**config.mk**
```make
export PLATFORM = sky130hd
export DESIGN_NAME = usb_out_rx
export DESIGN_NICKNAME = d
export VERILOG_FILES = /design/src/rtl/usb_out_rx_pkg.sv /design/src/rtl/ep_fifo.sv /design/src/rtl/ep_ctrl.sv /design/src/rtl/usb_out_rx.sv
export SDC_FILE = /design/constraint.sdc
export NUM_CORES = 1
export LEC_CHECK = 0
export BUFFER_PORTS_ARGS = -buffer_cell sky130_fd_sc_hd__buf_2
export CAP_MARGIN = 20
export CORE_ASPECT_RATIO = 1.2
export CORE_UTILIZATION = 45
export CTS_CLUSTER_DIAMETER = 200
export DETAILED_ROUTE_END_ITERATION = 12
export PLACE_DENSITY_LB_ADDON = 0.2
export SLEW_MARGIN = 20
export SYNTH_ARGS = -nofsm -noshare
export SYNTH_HDL_FRONTEND = slang
export SYNTH_SLANG_ARGS = --single-unit
export TNS_END_PERCENT = 1
```
**constraint.sdc**
```tcl
create_clock -name clk -period 2.6 [get_ports clk]
set_input_delay 0.26 -clock clk [delete_from_list [all_inputs] [get_ports clk]]
set_output_delay 0.26 -clock clk [all_outputs]
set_load 0.05 [all_outputs]
```
**src/rtl/usb_out_rx_pkg.sv**
```systemverilog
package usb_out_rx_pkg;

    typedef enum logic [1:0] {
        EP_IDLE  = 2'd0,
        EP_FILL  = 2'd1,
        EP_READY = 2'd2
    } ep_state_e;

    typedef struct packed {
        logic auto_clr;
        logic iso;
        logic dma_en;
        logic dma_mode;
    } ep_cfg_t;

    localparam logic [7:0] OFS_INDEX = 8'h00;
    localparam logic [7:0] OFS_RDY   = 8'h44;
    localparam logic [7:0] OFS_MAXP  = 8'h50;
    localparam logic [7:0] OFS_CTRL  = 8'h54;
    localparam logic [7:0] OFS_IRQ   = 8'h58;

endpackage

```
**src/rtl/ep_fifo.sv**
```systemverilog
module ep_fifo #(
    parameter int DEPTH  = 64,
    parameter int DATA_W = 8,
    parameter int LEN_W  = $clog2(DEPTH + 1)
) (
    input  logic              clk,
    input  logic              rst_n,
    input  logic              clr,
    input  logic              wr_en,
    input  logic [DATA_W-1:0] wr_data,
    input  logic              rd_en,
    output logic [DATA_W-1:0] rd_data
);
    localparam int AW = $clog2(DEPTH);

    logic [DATA_W-1:0] mem [DEPTH];
    logic [LEN_W-1:0]  wptr;
    logic [AW-1:0]     rptr;
    logic              wr_ok;

    assign wr_ok   = wr_en && (wptr < LEN_W'(DEPTH));
    assign rd_data = mem[rptr];

    always_ff @(posedge clk or negedge rst_n) begin
        if (!rst_n) begin
            wptr <= '0;
            rptr <= '0;
        end else if (clr) begin
            wptr <= '0;
            rptr <= '0;
        end else begin
            if (wr_ok) wptr <= wptr + 1'b1;
            if (rd_en) rptr <= rptr + 1'b1;
        end
    end

    always_ff @(posedge clk) begin
        if (wr_ok) mem[wptr[AW-1:0]] <= wr_data;
    end
endmodule

```
**src/rtl/ep_ctrl.sv**
```systemverilog
module ep_ctrl
    import usb_out_rx_pkg::*;
#(
    parameter int LEN_W = 7
) (
    input  logic             clk,
    input  logic             rst_n,
    input  logic             cfg_we,
    input  ep_cfg_t          cfg_in,
    input  logic             maxp_we,
    input  logic [LEN_W-1:0] maxp_in,
    input  logic             sw_clr,
    input  logic             rx_push,
    input  logic             rx_end,
    input  logic [LEN_W-1:0] rx_len,
    input  logic             pop,
    output ep_cfg_t          cfg,
    output logic [LEN_W-1:0] maxp,
    output logic [LEN_W-1:0] pkt_len,
    output logic             ready,
    output logic             fifo_wr,
    output logic             fifo_rd,
    output logic             fifo_clr,
    output logic             nak,
    output logic             dma_req,
    output logic             irq_evt
);
    ep_state_e        state, state_nx;
    logic [LEN_W-1:0] rd_cnt;
    logic             pkt_is_max;
    logic             len_is_max;
    logic             last_pop;
    logic             auto_done;

    assign len_is_max = (rx_len == maxp);
    assign last_pop   = (rd_cnt + 1'b1 == pkt_len);
    assign auto_done  = (state == EP_READY) && fifo_rd && cfg.auto_clr
                        && pkt_is_max && last_pop;

    // state register
    always_ff @(posedge clk or negedge rst_n) begin
        if (!rst_n) state <= EP_IDLE;
        else        state <= state_nx;
    end

    always_comb begin
        state_nx = state;
        unique case (state)
            EP_IDLE: begin
                if (rx_end)       state_nx = EP_READY;
                else if (rx_push) state_nx = EP_FILL;
            end
            EP_FILL: begin
                if (rx_end) state_nx = EP_READY;
            end
            EP_READY: begin
                if (sw_clr || auto_done) state_nx = EP_IDLE;
            end
            default: state_nx = EP_IDLE;
        endcase
    end

    // outputs
    always_comb begin
        ready    = (state == EP_READY);
        fifo_wr  = 1'b0;
        fifo_rd  = 1'b0;
        nak      = 1'b0;
        irq_evt  = 1'b0;
        dma_req  = 1'b0;
        fifo_clr = 1'b0;
        unique case (state)
            EP_IDLE, EP_FILL: begin
                fifo_wr = rx_push;
                irq_evt = rx_end && (!cfg.dma_en || !cfg.dma_mode || !len_is_max);
            end
            EP_READY: begin
                nak      = rx_push || rx_end;
                fifo_rd  = pop && (rd_cnt < pkt_len);
                dma_req  = cfg.dma_en && (!cfg.dma_mode || pkt_is_max);
                fifo_clr = sw_clr || auto_done;
            end
            default: ;
        endcase
    end

    // configuration and packet bookkeeping
    always_ff @(posedge clk or negedge rst_n) begin
        if (!rst_n) begin
            cfg        <= '0;
            maxp       <= '0;
            pkt_len    <= '0;
            pkt_is_max <= 1'b0;
            rd_cnt     <= '0;
        end else begin
            if (cfg_we)  cfg  <= cfg_in;
            if (maxp_we) maxp <= maxp_in;
            if (state != EP_READY && rx_end) begin
                pkt_len    <= rx_len;
                pkt_is_max <= len_is_max;
                rd_cnt     <= '0;
            end else if (fifo_rd) begin
                rd_cnt <= rd_cnt + 1'b1;
            end
        end
    end
endmodule

```
**src/rtl/usb_out_rx.sv**
```systemverilog
module usb_out_rx
    import usb_out_rx_pkg::*;
#(
    parameter int NUM_EP     = 2,
    parameter int FIFO_DEPTH = 64,
    parameter int DATA_W     = 8,
    parameter int LEN_W      = $clog2(FIFO_DEPTH + 1),
    parameter int EP_W       = (NUM_EP > 1) ? $clog2(NUM_EP) : 1
) (
    input  logic              clk,
    input  logic              rst_n,
    input  logic              reg_wr,
    input  logic [7:0]        reg_addr,
    input  logic [31:0]       reg_wdata,
    output logic [31:0]       reg_rdata,
    input  logic              rx_push,
    input  logic              rx_end,
    input  logic [EP_W-1:0]   rx_ep,
    input  logic [DATA_W-1:0] rx_data,
    input  logic [LEN_W-1:0]  rx_len,
    output logic              rx_nak,
    input  logic              fifo_pop,
    input  logic [EP_W-1:0]   fifo_ep,
    output logic [DATA_W-1:0] fifo_rdata,
    output logic [NUM_EP-1:0] dma_req,
    output logic              irq
);
    logic [3:0]        index_q;
    logic [NUM_EP-1:0] irq_st;
    logic [NUM_EP-1:0] irq_evt;
    logic [NUM_EP-1:0] ep_ready;
    logic [NUM_EP-1:0] ep_nak;
    logic [NUM_EP-1:0] ep_sel;
    ep_cfg_t           ep_cfg  [NUM_EP];
    logic [LEN_W-1:0]  ep_maxp [NUM_EP];
    logic [LEN_W-1:0]  ep_len  [NUM_EP];
    logic [DATA_W-1:0] ep_data [NUM_EP];
    logic              unused_wdata;

    assign unused_wdata = ^reg_wdata[31:8];

    always_ff @(posedge clk or negedge rst_n) begin
        if (!rst_n) begin
            index_q <= '0;
            irq_st  <= '0;
        end else begin
            if (reg_wr && reg_addr == OFS_INDEX) index_q <= reg_wdata[3:0];
            irq_st <= (irq_st & ~((reg_wr && reg_addr == OFS_IRQ)
                                  ? reg_wdata[NUM_EP-1:0] : '0)) | irq_evt;
        end
    end

    for (genvar i = 0; i < NUM_EP; i++) begin : g_ep
        logic     rx_hit;
        logic     pop_hit;
        logic     fifo_wr;
        logic     fifo_rd;
        logic     fifo_clr;

        assign ep_sel[i] = (index_q == 4'(i + 1));
        assign rx_hit    = (rx_ep == EP_W'(i));
        assign pop_hit   = fifo_pop && (fifo_ep == EP_W'(i));

        ep_ctrl #(.LEN_W(LEN_W)) u_ctrl (
            .clk      (clk),
            .rst_n    (rst_n),
            .cfg_we   (reg_wr && ep_sel[i] && reg_addr == OFS_CTRL),
            .cfg_in   (ep_cfg_t'(reg_wdata[7:4])),
            .maxp_we  (reg_wr && ep_sel[i] && reg_addr == OFS_MAXP),
            .maxp_in  (reg_wdata[LEN_W-1:0]),
            .sw_clr   (reg_wr && ep_sel[i] && reg_addr == OFS_RDY && !reg_wdata[0]),
            .rx_push  (rx_push && rx_hit),
            .rx_end   (rx_end && rx_hit),
            .rx_len   (rx_len),
            .pop      (pop_hit),
            .cfg      (ep_cfg[i]),
            .maxp     (ep_maxp[i]),
            .pkt_len  (ep_len[i]),
            .ready    (ep_ready[i]),
            .fifo_wr  (fifo_wr),
            .fifo_rd  (fifo_rd),
            .fifo_clr (fifo_clr),
            .nak      (ep_nak[i]),
            .dma_req  (dma_req[i]),
            .irq_evt  (irq_evt[i])
        );

        ep_fifo #(.DEPTH(FIFO_DEPTH), .DATA_W(DATA_W), .LEN_W(LEN_W)) u_fifo (
            .clk     (clk),
            .rst_n   (rst_n),
            .clr     (fifo_clr),
            .wr_en   (fifo_wr),
            .wr_data (rx_data),
            .rd_en   (fifo_rd),
            .rd_data (ep_data[i])
        );
    end

    assign rx_nak = |ep_nak;
    assign irq    = |irq_st;

    always_comb begin
        fifo_rdata = '0;
        for (int i = 0; i < NUM_EP; i++) begin
            if (fifo_ep == EP_W'(i)) fifo_rdata = ep_data[i];
        end
    end

    always_comb begin
        reg_rdata = '0;
        unique case (reg_addr)
            OFS_INDEX: reg_rdata = 32'(index_q);
            OFS_IRQ:   reg_rdata = 32'(irq_st);
            default:   ;
        endcase
        for (int i = 0; i < NUM_EP; i++) begin
            if (ep_sel[i]) begin
                if (reg_addr == OFS_CTRL) reg_rdata = {24'd0, ep_cfg[i], 4'd0};
                if (reg_addr == OFS_MAXP) reg_rdata = 32'(ep_maxp[i]);
                if (reg_addr == OFS_RDY)
                    reg_rdata = (32'(ep_len[i]) << 8) | 32'(ep_ready[i]);
            end
        end
    end
endmodule

```
==> results.md <==
* # DRC at 0
* Total CTS buffers at 109
* Syn Inst Count at 2557
* Final Wtd Congestion at 0.9107
* Routed via count at 25200
* Initial DRC Count at 2101
* Failing checks: setup timing
* Nets at 3144
* Root buffer cell: clkbuf_16
* Power Dens Cells at 1026 nW/um^2
* Total grt overflow at 0
* Share of layout cells above drive strength 1 at 32.30%
* Antenna diodes at 0
* Synth top area cells: edfxtp_1, mux4_2, dfrtp_1
* Peak fanout along the critical path at 8
* Max Slew Vio Count at 0
* Port Buf Inserts at 65
* WL final at 112400 um
* Crit start category: flip-flop
* Initial Util at 45.59%
* Area of the mapped netlist at 45000 sq um
* Setup Skew at 22.39 ps
* Reg2reg path depth at 7
* H-tree Lvls at 3
* Fin worst setup slack at -919.3 ps
* Relative slew slack at 45.55%
* Synth Register Bits at 1112
* Most common cell after layout, fill and taps aside: edfxtp_1
* Worst-Skew Late Latency at 700 ps
* Largest net degree at the start of global routing at 106
* Worst hold margin at 63.29 ps
* Static Leak at 19.03 nW
* Final Core Density at 55.71%
* Ports at 107
* Crit path time final at 3519 ps
* Post-synth EDFFs at 1024
* Final ANT Viol Nets at 0
* Period utilisation layout at 135.4%
* Syn_area_per_cell at 17.60 sq um
* Setup crit end kind: output pin
* Die width at 290.7 um
* Post-synth top area share at 68.34%
* HP Class: in2reg
* Fmax at 284.1 MHz
* Hpwl dp at 74900 um
* Top FF cell, synth: edfxtp_1
* Status: complete, but fails checks
* RSZ-0062 raised after global routing: yes
* All-Layer GR Usage at 22.46%
* Max Cap Viol at 0
* Area grow syn2layout at 22.19%
* Core footprint at 98690 sq um
* Final Setup Violations at 11
* # clock sinks at 1112
* Dpl ws at -755.1 ps
* Hold path cells at 2
* Die area at 101300 sq um
* Worst-path clk slew at 60 ps
* Global-route wire length before repair at 169600 um
* Vias in the first global route at 26480
* Netlist cell types at 67
* Ys Warns at 0
* Setup CP Type: reg2out
* Initial antenna violation count at 0
* DR pass1 iterations at 7
* Commonest non-fill, non-tap cells in the layout: edfxtp_1, buf_4, nor2_1, mux4_2, mux2i_1
* Clock buffer depth at 3
* Row count at 126
* Required @ worst endpoint at 2340 ps
* WL per Instance at 25.37 um
* # fillers at 7616
* Synth async-reset ratio at 7.914%
* Post-synth top area cell: edfxtp_1
* Vias/cell at 5.691
* TritonCTS clock tree: done
* Seq/Total Area, Yosys at 73.23%
* Slew @ Worst Pin at 816.7 ps
* Maximum VDD drop at 1212 uV
* Die H at 348.4 um
* Worst Path Arrival at 3260 ps
* Final Hold Viols at 0
-- per-stage QoR --
stage	cells	power, W	TNS (ps)	instance area [sq um]
after floorplan	2573	0.03060	-724.7	45100
after global placement	4155	0.03868	-4001	49950
after detailed placement	4155	0.03885	-3996	49950
after CTS	4408	0.05572	-7899	54430
after global routing	4429	0.05844	-8501	54980
final	4429	0.05640	-7241	54980
-- cell usage after synthesis (27+ instances only) --
master and n:
nand3_1 37, o22ai_1 30, buf_2 31, nand2_1 133
mux2i_1 178, a21oi_1 69, edfxtp_1 1024, xnor2_1 35
mux2_2 45, nor2_1 198, buf_4 32, o221ai_1 27
o21ai_0 94, clkbuf_1 84, dfrtp_1 88, a211oi_1 28
mux4_2 173
-- power by group --
group | switching (W) | internal, W | total [W]
sequential | 0.000610 | 0.0200 | 0.0206
clock | 0.00661 | 0.00866 | 0.0153
combinational | 0.0107 | 0.00977 | 0.0205
-- path summary, 6_finish.rpt --
kind	slack (ps)	startpoint	to
worst max-delay path	-920	g_ep[0].u_fifo.rptr[0]	fifo_rdata[2]
worst min-delay path	60	rx_data[2]	g_ep[0].u_fifo.mem[59][2]
worst max register to register	150	g_ep[0].u_ctrl.state[1]	g_ep[0].u_fifo.mem[54][0]
worst min register to register	520	g_ep[0].u_ctrl.pkt_is_max	g_ep[0].u_ctrl.pkt_is_max
max in group asynchronous	1740	rst_n	g_ep[1].u_fifo.wptr[3]
min in group asynchronous	200	rst_n	g_ep[0].u_ctrl.cfg[2]
-- what timing repair did --
action,CTS,global route
pin swaps,27,32
endpoints found under the hold margin,116,0
cloned,3,1
buffers inserted,29,23
endpoints found under the setup margin,24,73
gates resized for setup,124,91
hold buffers,24,0
-- cell families after synthesis --
| family | Yosys count | share of synthesized area (%) |
|---|---|---|
| buffers and inverters | 184 | 1.921 |
| AND/OR/NAND/NOR | 447 | 4.382 |
| adder cells (fa/ha/maj) | 20 | 0.5561 |
| AO/OA/AOI/OAI | 338 | 4.916 |
| other | 1 | 0.008334 |
| multiplexers | 396 | 13.74 |
| XOR/XNOR | 59 | 1.240 |
| flip-flops | 1112 | 73.23 |
-- state kept, by name, indices dropped and copies added, names as in the netlist --
signal                  count
g_ep.u_fifo.mem          1024
g_ep.u_ctrl.maxp           14
g_ep.u_ctrl.pkt_len        14
g_ep.u_ctrl.rd_cnt         14
g_ep.u_fifo.wptr           14
g_ep.u_fifo.rptr           12
g_ep.u_ctrl.cfg             8
g_ep.u_ctrl.state           4
index_q                     4
g_ep.u_ctrl.pkt_is_max      2
irq_st                      2
-- critical path, stage by stage, from the launching register on --
cell      delay [ps]
dfrtp_4          500
buf_8            150
buf_12           140
buf_12           130
mux4_2           490
nand2_2           90
nand2_2           60
a221oi_2         280
a211oi_2         100
a311oi_2         360
a21oi_4           80
buf_12           170
-- routing by layer --
layer	track usage [%]	part of all wire [%]	vias to the layer above
met5	0	0	-
met4	9.707	4.1	0
met3	2.649	4.7	212
met2	39.50	52	751
met1	28.04	39	13100
li1	-	-	11140
-- area by class of cell --
cell class	instances	area (sq um)	area share [%]
Tap cell	1280	1602	2.913
Clock buffer	130	2836	5.159
Inverter	22	82.58	0.1502
Multi-Input combinational cell	1277	11900	21.64
Sequential cell	1112	32970	59.97
Clock inverter	69	609.3	1.108
Timing Repair Buffer	539	4985	9.067
Note: power is estimated with default switching activity, not from simulation.
